### config.mk
export PLATFORM = sky130hd
export DESIGN_NAME = isv_irq_unit
export DESIGN_NICKNAME = d
export VERILOG_FILES = /design/src/rtl/isv_pkg.sv /design/src/rtl/isv_decode.sv /design/src/rtl/isv_status.sv /design/src/rtl/isv_cfg.sv /design/src/rtl/isv_vector.sv /design/src/rtl/isv_irq_unit.sv
export SDC_FILE = /design/constraint.sdc
export NUM_CORES = 1
export LEC_CHECK = 0
export BUFFER_PORTS_ARGS = -buffer_cell sky130_fd_sc_hd__buf_4
export CORE_MARGIN = 4
export CORE_UTILIZATION = 35
export DETAILED_ROUTE_END_ITERATION = 12
export HOLD_SLACK_MARGIN = 0.15
export PLACE_DENSITY = 0.67
export SETUP_SLACK_MARGIN = 0.5
export SLEW_MARGIN = 5
export SYNTH_ARGS = -nofsm -noshare
export SYNTH_HDL_FRONTEND = slang
export SYNTH_SLANG_ARGS = --single-unit
### constraint.sdc
create_clock -name clk -period 1.85 [get_ports clk]
set_input_delay 0.4625 -clock clk [delete_from_list [all_inputs] [get_ports clk]]
set_output_delay 0.4625 -clock clk [all_outputs]
set_load 0.05 [all_outputs]
### src/rtl/isv_pkg.sv
package isv_pkg;

    localparam int DW = 16;

    // register select codes seen on reg_sel
    typedef enum logic [1:0] {
        SEL_IE   = 2'd0,
        SEL_STAT = 2'd1,
        SEL_BUF  = 2'd2,
        SEL_VEC  = 2'd3
    } sel_e;

    // per-cycle access kind produced by the decoder
    typedef enum logic [2:0] {
        ACC_NONE     = 3'd0,
        ACC_WR_IE    = 3'd1,
        ACC_WR_STAT  = 3'd2,
        ACC_WR_BUF   = 3'd3,
        ACC_RD_VEC   = 3'd4,
        ACC_RD_OTHER = 3'd5
    } acc_e;

    localparam logic [DW-1:0] STAT_IMPL = 16'h8C3F;
    localparam logic [DW-1:0] SW_CLR    = 16'h0027;
    localparam int BUSY_BIT  = 12;
    localparam int RXRDY_BIT = 3;
    localparam int TXRDY_BIT = 4;
    localparam int RXDMA_BIT = 15;
    localparam int TXDMA_BIT = 7;

endpackage

### src/rtl/isv_decode.sv
module isv_decode
    import isv_pkg::*;
(
    input  logic reg_wr,
    input  logic reg_rd,
    input  sel_e sel,
    output acc_e acc
);

    always_comb begin
        acc = ACC_NONE;
        if (reg_wr) begin
            unique case (sel)
                SEL_IE:   acc = ACC_WR_IE;
                SEL_STAT: acc = ACC_WR_STAT;
                SEL_BUF:  acc = ACC_WR_BUF;
                SEL_VEC:  acc = ACC_NONE;   // vector register is read-only
            endcase
        end else if (reg_rd) begin
            acc = (sel == SEL_VEC) ? ACC_RD_VEC : ACC_RD_OTHER;
        end
    end

endmodule

### src/rtl/isv_status.sv
module isv_status
    import isv_pkg::*;
#(
    parameter bit NEW_REV = 1'b1
) (
    input  logic          clk,
    input  logic          rst,
    input  acc_e          acc,
    input  logic [DW-1:0] set_flags,
    input  logic [DW-1:0] wr_data,
    input  logic [DW-1:0] vec_clr,
    output logic [DW-1:0] stat
);

    logic [DW-1:0] clr_bits;
    logic [DW-1:0] set_bits;
    logic [DW-1:0] stat_q;

    assign set_bits = set_flags & STAT_IMPL;

    always_comb begin
        clr_bits = '0;
        unique case (acc)
            ACC_WR_STAT: clr_bits = NEW_REV ? (wr_data & SW_CLR) : '0;
            ACC_RD_VEC:  clr_bits = vec_clr;
            default:     clr_bits = '0;
        endcase
    end

    always_ff @(posedge clk) begin
        if (rst) stat_q <= '0;
        else     stat_q <= (stat_q & ~clr_bits) | set_bits;
    end

    assign stat = stat_q;

    assert_unimpl_zero_R2: assert property (@(posedge clk) disable iff (rst)
        (stat_q & ~STAT_IMPL) == '0);

    assert_ready_kept_R4: assert property (@(posedge clk) disable iff (rst)
        (acc == ACC_WR_STAT && stat_q[RXRDY_BIT] && stat_q[TXRDY_BIT])
        |=> (stat_q[RXRDY_BIT] && stat_q[TXRDY_BIT]));

    assert_old_ro_R4: assert property (@(posedge clk) disable iff (rst)
        (!NEW_REV && acc == ACC_WR_STAT && set_flags == '0) |=> $stable(stat_q));

    assert_set_wins_R9: assert property (@(posedge clk) disable iff (rst)
        (set_bits != '0) |=> ((stat_q & $past(set_bits)) == $past(set_bits)));

endmodule

### src/rtl/isv_cfg.sv
module isv_cfg
    import isv_pkg::*;
#(
    parameter int MASK_W = 6
) (
    input  logic              clk,
    input  logic              rst,
    input  acc_e              acc,
    input  logic [MASK_W-1:0] mask_wdata,
    input  logic              rx_en_wdata,
    input  logic              tx_en_wdata,
    output logic [MASK_W-1:0] mask,
    output logic              rx_dma_en,
    output logic              tx_dma_en
);

    logic [MASK_W-1:0] mask_q, mask_n;
    logic              rx_q, tx_q;
    logic [MASK_W-1:0] dma_strip;

    // mask bits taken over by DMA enables
    always_comb begin
        dma_strip = '0;
        dma_strip[RXRDY_BIT] = rx_en_wdata;
        dma_strip[TXRDY_BIT] = tx_en_wdata;
    end

    always_comb begin
        mask_n = mask_q;
        unique case (acc)
            ACC_WR_IE:  mask_n = mask_wdata;
            ACC_WR_BUF: mask_n = mask_q & ~dma_strip;
            default:    mask_n = mask_q;
        endcase
    end

    always_ff @(posedge clk) begin
        if (rst) begin
            mask_q <= '0;
            rx_q   <= 1'b0;
            tx_q   <= 1'b0;
        end else begin
            mask_q <= mask_n;
            if (acc == ACC_WR_BUF) begin
                rx_q <= rx_en_wdata;
                tx_q <= tx_en_wdata;
            end
        end
    end

    assign mask      = mask_q;
    assign rx_dma_en = rx_q;
    assign tx_dma_en = tx_q;

    assert_rxdma_strips_ie_R5: assert property (@(posedge clk) disable iff (rst)
        (acc == ACC_WR_BUF && rx_en_wdata) |=> (!mask_q[RXRDY_BIT] && rx_q));

    assert_txdma_strips_ie_R5: assert property (@(posedge clk) disable iff (rst)
        (acc == ACC_WR_BUF && tx_en_wdata) |=> (!mask_q[TXRDY_BIT] && tx_q));

endmodule

### src/rtl/isv_vector.sv
module isv_vector
    import isv_pkg::*;
#(
    parameter int MASK_W = 6
) (
    input  logic [MASK_W-1:0] pend,
    output logic              found,
    output logic [DW-1:0]     vec_val,
    output logic [DW-1:0]     vec_clr
);

    localparam int IDX_W = $clog2(MASK_W);

    logic [IDX_W-1:0] idx;

    // lowest set bit wins: scan from the top so the last hit is the lowest
    always_comb begin
        found = 1'b0;
        idx   = '0;
        for (int i = MASK_W - 1; i >= 0; i--) begin
            if (pend[i]) begin
                found = 1'b1;
                idx   = i[IDX_W-1:0];
            end
        end
    end

    always_comb begin
        vec_val = '0;
        vec_clr = '0;
        if (found) begin
            vec_val = {{(DW-IDX_W){1'b0}}, idx} + 16'd1;
            vec_clr[idx] = 1'b1;
        end
    end

endmodule

### src/rtl/isv_irq_unit.sv
module isv_irq_unit
    import isv_pkg::*;
#(
    parameter bit NEW_REV = 1'b1
) (
    input  logic        clk,
    input  logic        rst,
    input  logic [15:0] set_flags,
    input  logic        bus_busy,
    input  logic [1:0]  reg_sel,
    input  logic        reg_wr,
    input  logic        reg_rd,
    input  logic [15:0] wr_data,
    output logic [15:0] rd_data,
    output logic        irq,
    output logic        rx_dma_req,
    output logic        tx_dma_req
);

    localparam int MASK_W = NEW_REV ? 6 : 5;

    sel_e              sel;
    acc_e              acc;
    logic [DW-1:0]     stat;
    logic [MASK_W-1:0] mask;
    logic              rx_dma_en, tx_dma_en;
    logic [MASK_W-1:0] pend;
    logic              vec_found;
    logic [DW-1:0]     vec_val, vec_clr;
    logic [DW-1:0]     mask_word, dma_word;

    assign sel = sel_e'(reg_sel);

    isv_decode u_dec (
        .reg_wr (reg_wr),
        .reg_rd (reg_rd),
        .sel    (sel),
        .acc    (acc)
    );

    isv_status #(.NEW_REV(NEW_REV)) u_stat (
        .clk       (clk),
        .rst       (rst),
        .acc       (acc),
        .set_flags (set_flags),
        .wr_data   (wr_data),
        .vec_clr   (vec_clr),
        .stat      (stat)
    );

    isv_cfg #(.MASK_W(MASK_W)) u_cfg (
        .clk         (clk),
        .rst         (rst),
        .acc         (acc),
        .mask_wdata  (wr_data[MASK_W-1:0]),
        .rx_en_wdata (wr_data[RXDMA_BIT]),
        .tx_en_wdata (wr_data[TXDMA_BIT]),
        .mask        (mask),
        .rx_dma_en   (rx_dma_en),
        .tx_dma_en   (tx_dma_en)
    );

    assign pend = stat[MASK_W-1:0] & mask;

    isv_vector #(.MASK_W(MASK_W)) u_vec (
        .pend    (pend),
        .found   (vec_found),
        .vec_val (vec_val),
        .vec_clr (vec_clr)
    );

    always_comb begin
        mask_word = '0;
        mask_word[MASK_W-1:0] = mask;
        dma_word = '0;
        dma_word[RXDMA_BIT] = rx_dma_en;
        dma_word[TXDMA_BIT] = tx_dma_en;
    end

    always_comb begin
        rd_data = '0;
        if (acc == ACC_RD_VEC) begin
            rd_data = vec_val;
        end else if (acc == ACC_RD_OTHER) begin
            unique case (sel)
                SEL_IE:   rd_data = mask_word;
                SEL_STAT: rd_data = stat | (16'(bus_busy) << BUSY_BIT);
                SEL_BUF:  rd_data = dma_word;
                default:  rd_data = '0;
            endcase
        end
    end

    assign irq        = |pend;
    assign rx_dma_req = rx_dma_en & stat[RXRDY_BIT];
    assign tx_dma_req = tx_dma_en & stat[TXRDY_BIT];

    assert_irq_has_vector_R1: assert property (@(posedge clk) disable iff (rst)
        (acc == ACC_RD_VEC && irq) |-> (rd_data != '0));

    assert_vec_acks_R3: assert property (@(posedge clk) disable iff (rst)
        (acc == ACC_RD_VEC && vec_found && (set_flags & vec_clr) == '0)
        |=> ((stat & $past(vec_clr)) == '0));

    assert_idle_read_zero_R10: assert property (@(posedge clk) disable iff (rst)
        (!reg_rd) |-> (rd_data == '0));

endmodule

Yosys cells after proc, flatten, opt, wreduce, memory -nomap -nowiden --
Cells that the tools add are included.
Storage, ports and cells: register bits 24, output and inout bits 19
Cells by class: $add $sub $neg 1, magnitude comparators 2, equality and inequality tests 8, mux-type cells 25, bitwise operators 9, reductions and logical operators 4
Operators with widths (count):
- $mux 16 | 3
- $pmux 16 s3 | 1
- $pmux 16 s2 | 1
- $mux 3 | 8
- $and 16x16->16 | 1
- $not 16->16 | 1
- $or 16x13->16 | 1
- $or 16x16->16 | 1
- $and 6x6->6 | 2
- $pmux 3 s4 | 1
- $pmux 6 s2 | 1
- $mux 1 | 8
- $mux 8 | 1
- $eq 3x2->1 const B | 2
- $eq 3x3->1 const B | 2
- $not 5->6 | 1
- $reduce_or 6->1 | 1
- $lt 3x5->1 const B | 1
- $add 3x1->4 const B | 1
- $eq 2x2->1 const B | 2
- $demux 1 s3 | 1
- $eq 3x1->1 const B | 1
- $ge 3x1->1 const B | 1
- $and 1x1->1 | 2
- 4 further kinds | 4

Depth between registers and ports, before layout --
Gate-level depths: netlist (run 1).
word-level depth 16, mapped depth 6

Modules after synthesis --
From an unflattened synthesis (run 1), not the netlist that was laid out.
Second synthesis, totals: cells, all modules 203, area, all modules 1769.2 sq um
Modules (own cells, without submodules):
- isv_status | times used 1, cells an instance 66, area each 645.6 sq um, seq. area each 320.3 sq um
- isv_irq_unit | times used 1, cells an instance 49, area each 412.9 sq um, seq. area each 0.0 sq um
- isv_cfg | times used 1, cells an instance 32, area each 319.1 sq um, seq. area each 160.2 sq um
- isv_vector | times used 1, cells an instance 46, area each 317.8 sq um, seq. area each 0.0 sq um
- isv_decode | times used 1, cells an instance 10, area each 73.8 sq um, seq. area each 0.0 sq um

Worst setup path before layout (run 1) --
OpenSTA, ideal clock, no wires.
kind input to output, start in reg_sel[0], end out rd_data[0], data arrival time 1999 ps, setup slack -612 ps, stages on the path 4, path buffers 1, path through ha_1 or3_1 clkbuf_1 o22ai_1
On the way: longest elaborated chain between the ends 7, elaborated cells on any way between the ends 13, those cells by class 5 x eq/ne; 7 x mux; 1 x reduce/logical
Ends and longest elaborated chain:
- from (decl) | RTL line isv_irq_unit.sv:10 | input logic [1:0] reg_sel,
- $eq 2x2->1 | RTL line isv_decode.sv:13, isv_decode.sv:20
- $mux 1 | RTL line isv_decode.sv:20 | acc = (sel == SEL_VEC) ? ACC_RD_VEC : ACC_RD_OTHER;
- $mux 3 | RTL line isv_decode.sv:19 | end else if (reg_rd) begin
- $mux 3 | RTL line isv_decode.sv:12 | if (reg_wr) begin
- $eq 3x3->1 | RTL line isv_irq_unit.sv:84 | end else if (acc == ACC_RD_OTHER) begin
- $mux 16 | RTL line isv_irq_unit.sv:84
- $mux 16 * | RTL line isv_irq_unit.sv:82 | if (acc == ACC_RD_VEC) begin
- to (decl) | RTL line isv_irq_unit.sv:14 | output logic [15:0] rd_data,
Mark *: on every way between the ends. The rest lies on a longest branch, timed or not. The select of a mux whose other input is x is not followed.

Worst setup path after layout (run 1) --
start reg u_cfg.mask_q[5], in the netlist u_cfg.mask[5], end out rd_data[0]
On the way: longest elaborated chain between the ends 10, elaborated cells on any way between the ends 16, those cells by class 1 x add/sub; 14 x mux; 1 x bitwise
Ends and longest elaborated chain:
- from (decl) | RTL line isv_cfg.sv:17 | logic [MASK_W-1:0] mask_q, mask_n;
- from (signal assigned) | RTL line isv_cfg.sv:43 | mask_q <= mask_n;
- $and 6x6->6 * | RTL line isv_irq_unit.sv:63 | assign pend = stat[MASK_W-1:0] & mask;
- $mux 3 (6 in series) | RTL line isv_vector.sv:21 | if (pend[i]) begin
- $add 3x1->4 | RTL line isv_vector.sv:32 | vec_val = {{(DW-IDX_W){1'b0}}, idx} + 16'd1;
- $mux 16 * | RTL line isv_vector.sv:31 | if (found) begin
- $mux 16 * | RTL line isv_irq_unit.sv:82
Mark *: on every way between the ends. The rest lies on a longest branch, timed or not.

==> metrics.md, run 1 <==
| Metric | Value |
|---|---|
| Mapped Cells | 142 |
| Die area | between 4000 and 5000 µm² |
| Antenna diode count | 0 |
| CP Data Arrival Time | 1.58 ns |
| H-tree depth | 1 |
| R2r setup slk | around 0.35 ns |
| Latest clock arrival within the worst-skew pair | 0.30 ns |
| WL final | 4030 µm |
| Tmin final | 2.04 ns |
| Area growth, synth to finish | 96.7% |
| Period utilization | 111% |
| WP buf/inv | 2 |
| CTS Root Cell | clkbuf_4 |
| PnR worst setup slack | -0.195 ns |
| Seq cells post-synth | 19 |
| Critical Path RT | 1.39 ns |
| Initial core utilization | 36.9% |
| RSZ-0062 raised after global routing | yes |
| WHS Path Cells | 3 |
| CP top delay family | compound AO/OA/AOI/OAI gates |
| Violated checks | setup timing |
| Worst r2r dst | u_stat.stat[5] |
| Sequential area share after synthesis | between 30% and 40% |
| Worst r2r src | u_stat.stat[2] |
| Clk sinks | 19 |
| Antenna violations before repair | 0 |
| Slowest-stage cell, CP | a222oi_1 |
| Max Cap Viol | 0 |
| Worst Clk Skew | 0.00860 ns |
| Endpoints failing hold | 0 |
| Ratio of cells with drive above 1 in the final layout | 65.1% |
| Max clock buf depth | 2 |
| Cells along the critical path | a222oi_1, buf_4, nand3_4, nand2_4, o22ai_4, buf_6 |
| Largest net degree at the start of global routing | 21 |
| Die W | 65.2 µm |
| Number of global-route vias before repair | ~1,400 |
| Startpoint type of the worst setup path | register |
| Synthesis warning total | 0 |
| Worst Hold Class | primary input to register |
| Crit path launch | u_cfg.mask[5] |
| Critical Path Fanout Max | 2 |
| Core area | about 3100 µm² |
| Grt total ovfl | 0 |
| CTS Hold Bufs | 0 |
| Vias/cell | approximately 5.3 |
| Final core utilization | 72.6% |
| Starting DRT DRC Count | 60 |
| FP Rows | 20 |
| Vias | 1,361 |
| Worst Setup End Kind | primary output |
| VDD IR max | 0.000313 V |
| Most common cell after layout, fill and taps aside | buf_4 |
| Final setup vio count | 13 |
| # fillers | 220 |
| Synthesized area per cell | 8.06 µm² |
| P_leak | 0.878 nW |
| Placed Area | 1850 µm² |
| GRT Overall Usage | 18.6% |
| Worst hold endpoint | u_stat.stat[11] |
| Final RePlAce weighted congestion | 0.809 |
| R2R cell count | 5 |
| WL/cell | roughly 16 µm |
| CTS tree | done |
| Critical path class | register to primary output |
| Status | finished, violations left |
| Synth unique cells | 35 |
| Number of remaining DRC errors | 0 |
| # nets final | 258 |
| Initial DRT Pass Iterations | 4 |
| Global-route wire length before repair | 6240 µm |
| I/O pins | 58 |
| Dpl hpwl | approximately 2900 µm |
| Post-route cell area | 2250 µm² |
| PortBufs | 38 |
| Most frequent cells in the layout | 40 x buf_4, 19 x buf_6, 12 x nor2_1, 12 x dfxtp_1, 11 x buf_8 |
| Pwr dens | 449 nW/µm² |
| Clock transition at the registers of the reported paths | 0.11 ns |
| Fmax | 489 MHz |
| Die H | approximately 65 µm |
| CTS Buf Count | 3 |
| Hold Crit Start | set_flags[11] |
| CP peak stage delay | between 0.3 and 0.4 ns |
| Final Slew Violations | 0 |
| Synth Cell Area | 1140 µm² |
| Antenna-violating nets left | 0 |
[Yosys cell counts]
master     count  area share, %
ha_1           6            6.6
nor3_1         2           0.87
a222oi_1       1           0.87
nand3_1        2           0.87
clkbuf_1       4            1.3
nand2_1       16            5.2
or3_1          1           0.55
a22oi_1        9            5.9
a32oi_1        1           0.77
buf_6          1           0.98
a211oi_1       1           0.66
conb_1         1           0.33
a22oi_2        1            1.1
mux2i_1        2            1.7
and3_1         4            2.2
inv_1          4            1.3
o22ai_1        3            1.6
buf_4          4            2.6
and3b_1        1           0.77
o211ai_1       1           0.66
nand4_1        3            1.6
or2b_1         1           0.66
nand2b_4       1            1.2
a22o_1         1           0.77
and4bb_2       1            1.1
a2111oi_2      2            2.6
and2_2         2            1.3
nand3_4        1            1.5
dfxtp_1       19             33
and2_1         2            1.1
nor2b_1        4            2.2
o21ai_0        8            3.5
a21oi_1       10            4.4
nor2_1        19            6.2
a31oi_1        3            1.6
[area by class of cell]
| type | instances | area (µm²) | area share [%] |
|---|---|---|---|
| clock buffer | 4 | 26.3 | 1.17 |
| inverter | 4 | 21.3 | 0.944 |
| multi-input combinational | 113 | 1040 | 46.0 |
| sequential | 19 | 394 | 17.5 |
| tap | 44 | 55.1 | 2.44 |
| timing repair buffer | 72 | 719 | 31.9 |
[registers in the layout (all words and copies together), names as in the netlist]
register and cells:
u_cfg.mask 6, u_stat.stat 11, u_cfg.tx_dma_en 1, u_cfg.rx_dma_en 1
[routing by layer]
layer	track usage, %	share of wire [%]	wire length (µm)
met1	19.5	35	1410
met2	36.2	56	2270
met3	4.10	6.9	278
met4	5.96	1.8	74
met5	0	0	0
[worst min-delay path, delay by kind of cell]
kind	cells	cell delay [ns]
and+or+nand+nor	2	0.09
buffers and inverters	1	0.08
[how the worst max path moves through the flow]
stage | to | slack, ns | depth (start not counted)
after detailed placement | rd_data[5] | -0.37 | 6
final | rd_data[0] | -0.19 | 6
after CTS | rd_data[0] | -0.23 | 6
after floorplan | rd_data[0] | -0.23 | 4
after global placement | rd_data[5] | -0.38 | 6
after global routing | rd_data[0] | -0.27 | 6
[cells by family (layout without fill, tap and decap cells)]
logic type | after synthesis | after routing | synth area share, %
adders and majority gates | 6 | 6 | 6.56
AOI/OAI and AO/OA | 41 | 41 | 24.5
DFF | 19 | 19 | 33.2
buffers and inverters | 13 | 80 | 6.23
muxes | 2 | 2 | 1.75
and+or+nand+nor | 60 | 60 | 27.4
other | 1 | 4 | 0.328
[where the power goes]
| group | internal [mW] | leakage [nW] | switching, mW | total [mW] |
|---|---|---|---|---|
| logic | 0.168 | 0.703 | 0.174 | 0.341 |
| registers | 0.431 | 0.160 | 0.0264 | 0.458 |
| clock network | 0.0838 | 0.0150 | 0.129 | 0.212 |
| total | 0.683 | 0.878 | 0.329 | 1.01 |
[metrics by stage]
step                hold WS [ns]  setup TNS [ns]  power [mW]  setup slack [ns]  instances
global placement           0.450           -3.54       0.722            -0.380        243
floorplan                  0.435          -0.642       0.619            -0.228        145
finish                     0.359           -1.73        1.01            -0.195        256
detailed placement         0.465           -3.63       0.731            -0.373        243
global route               0.354           -2.34        1.07            -0.273        256
CTS                        0.360           -1.74       0.975            -0.229        251
[what timing repair did]
action                                  4_1_cts  5_1_grt
pin swaps                                    15       19
buffers inserted                              4        5
hold endpoints to repair                      0        0
resized for setup                            52       37
endpoints found under the setup margin       29       29
(Power assumes the default switching activity.)
==> run 2, diff against run 1 <==
--- a/config.mk
+++ b/config.mk
@@ -12,4 +12,5 @@
 export HOLD_SLACK_MARGIN = 0.15
 export PLACE_DENSITY = 0.67
+export REMOVE_ABC_BUFFERS = 1
 export SETUP_SLACK_MARGIN = 0.5
 export SLEW_MARGIN = 5
==> constraint.sdc (replaced) <==
create_clock -name clk -period 1.85 [get_ports clk]
set_input_delay 0.0925 -clock clk [delete_from_list [all_inputs] [get_ports clk]]
set_output_delay 0.0925 -clock clk [all_outputs]
set_load 0.05 [all_outputs]
==> run 2 against run 1 <==
Against the previous run:
- critical endpoint unchanged
- clock power grew 2%
- largest cell class unchanged
- sequential share of layout area up 3.0 points
- fmax rose by 15%
- the run now ends clean
- final cell count is the same
- worst hold slack worse by 0.11 ns
- routed wire length is 4.9% lower
- clock skew decreased by 0.0051 ns
- combinational power decreased by 20%
- critical path depth fell by 1
- cell area is 13% lower
- largest power group unchanged
==> metrics.md, run 2 (synthesized netlist as in run 1, its figures left out) <==
| Metric | Value |
|---|---|
| Die area | 4250 µm² (unchanged) |
| Startpoint type of the worst setup path | register |
| WL/cell | 15.0 µm (-4.9%) |
| # nets final | 258 (unchanged) |
| I/O pins | 58 (unchanged) |
| Fin Hold WS | 0.253 ns (-0.106 ns) |
| Ratio of cells with drive above 1 in the final layout | 41.0% (-24 points) |
| Latest clock arrival within the worst-skew pair | 0.30 ns (about the same) |
| Max reg flops | 11 (unchanged) |
| FP Rows | 20 (unchanged) |
| Total power | 0.944 mW (-6.6%) |
| Final setup vio count | 0 (-13) |
| Largest net degree at the start of global routing | 21 (unchanged) |
| CTS Buf Count | 3 (unchanged) |
| H-tree depth | 1 (unchanged) |
| Hold Crit Start | reg_wr |
| Worst Hold Class | primary input to register |
| Worst Setup End Kind | primary output |
| Core area | 3100 µm² (unchanged) |
| Antenna-violating nets left | 0 (unchanged) |
| CP Data Arrival Time | 1.68 ns (+0.10 ns) |
| Initial DRT Pass Iterations | 4 (unchanged) |
| Most common cell after layout, fill and taps aside | buf_4 |
| Global-route wire length before repair | 5570 µm (-11%) |
| P_leak | 0.807 nW (-8.0%) |
| Endpoints failing hold | 0 (unchanged) |
| Pwr dens | 483 nW/µm² (+7.5%) |
| Critical Path RT | 1.76 ns (+0.37 ns) |
| CTS tree | done |
| Worst Clk Skew | 0.00351 ns (-0.00509 ns) |
| Grt total ovfl | 0 (unchanged) |
| Max Cap Viol | 0 (unchanged) |
| Initial core utilization | 36.9% (unchanged) |
| Dpl hpwl | 2340 µm (-18%) |
| Crit path launch | u_stat.stat[5] |
| Starting DRT DRC Count | 103 (+72%) |
| Worst r2r dst | u_stat.stat[4] |
| Most frequent cells in the layout | 36 x buf_4, 21 x dlygate4sd3_1, 16 x nor2_1, 14 x buf_6, 13 x nand2_1 |
| Clock transition at the registers of the reported paths | 0.11 ns (about the same) |
| Critical path class | register to primary output |
| PortBufs | 38 (unchanged) |
| Die W | 65.2 µm (unchanged) |
| Setup TNS Final | 0 ns (+1.73 ns) |
| Final RePlAce weighted congestion | 0.859 (+6.3%) |
| Critical Path Fanout Max | 4 (+2) |
| GRT Overall Usage | 16.7% (-1.9 points) |
| Antenna violations before repair | 0 (unchanged) |
| Fmax | 565 MHz (+15%) |
| Number of remaining DRC errors | 0 (unchanged) |
| VDD IR max | 0.000274 V (-12%) |
| Tmin final | 1.77 ns (-0.274 ns) |
| Clk sinks | 19 (unchanged) |
| Vias | 1,346 (-1.1%) |
| WL final | 3840 µm (-4.9%) |
| Final core utilization | 63.1% (-9.5 points) |
| Number of global-route vias before repair | 1,278 (-7.5%) |
| CTS Root Cell | clkbuf_4 |
| Die H | 65.2 µm (unchanged) |
| Area growth, synth to finish | 70.9% |
| Vias/cell | 5.26 (-1.1%) |
| Antenna diode count | 0 (unchanged) |
| Status | completed |
| Setup crit end | rd_data[0] |
| Period utilization | 95.7% (-15 points) |
| RSZ-0062 raised after global routing | yes |
| Max clock buf depth | 2 (unchanged) |
| R2r setup slk | 0.37 ns (+0.02 ns) |
| Worst r2r src | u_cfg.mask[1] |
| Final Slew Violations | 0 (unchanged) |
| R2R cell count | 5 (unchanged) |
[run 2: changes by cell type in the layout (fill, tap and decap cells not counted), moves of 5 or more]
cell and delta:
dlygate4sd3_1 +21, buf_8 -10, nor2_4 -6, o21ai_0 +6, buf_6 -5, ha_4 -5
[run 2: report_power, final]
part,internal (mW),total [mW],switching (mW)
combinational,0.134,0.273,0.138
clock,0.0840,0.216,0.132
sequential,0.430,0.456,0.0265
[run 2: cell type report]
cell class	count	area, µm²
Clock buffer	4	26.3
Inverter	4	15.0
Sequential cell	19	400
Fill cell	273	1150
Multi-Input combinational cell	113	807
Timing Repair Buffer	72	653
Tap cell	44	55.1
[run 2: how the worst min path moves through the flow]
stage / endpoint / cells after the start
6_report: u_cfg.rx_dma_en / 4
5_1_grt: u_cfg.rx_dma_en / 4
4_1_cts: u_cfg.rx_dma_en / 4
3_5_place_dp: u_stat.stat[11] / 3
3_3_place_gp: u_stat.stat[0] / 3
2_1_floorplan: u_cfg.mask[0] / 1
[run 2: through the flow]
stage	setup slack (ns)	instance area, µm²	std cells
finish	0.0790	1960	256
global route	-0.0496	1960	256
CTS	0.159	1780	251
detailed placement	0.332	1460	220
global placement	0.331	1460	220
floorplan	-0.0979	1100	136
[run 2: layer usage]
| metal | GRT usage [%] | vias to the layer above | wire [µm] | part of all wire [%] |
|---|---|---|---|---|
| li1 | - | 647 | - | - |
| met1 | 19.6 | 628 | 1510 | 39 |
| met2 | 29.5 | 59 | 1940 | 50 |
| met3 | 2.22 | 12 | 267 | 7.0 |
| met4 | 8.55 | 0 | 121 | 3.2 |
| met5 | 0 | - | 0 | 0 |
[run 2: worst max-delay path, stage by stage, from the launching register on]
cell and delay [ns]:
dfxtp_4 0.37, a222oi_1 0.43, nand3_1 0.19, nand2_1 0.14, o22ai_2 0.08, buf_6 0.17
[run 2: timing repair]
action	in CTS	in global routing
hold endpoints to repair	19	0
hold buffers	21	0
buffers inserted	6	5
endpoints found under the setup margin	10	15
resized for setup	16	34
pin swaps	11	14
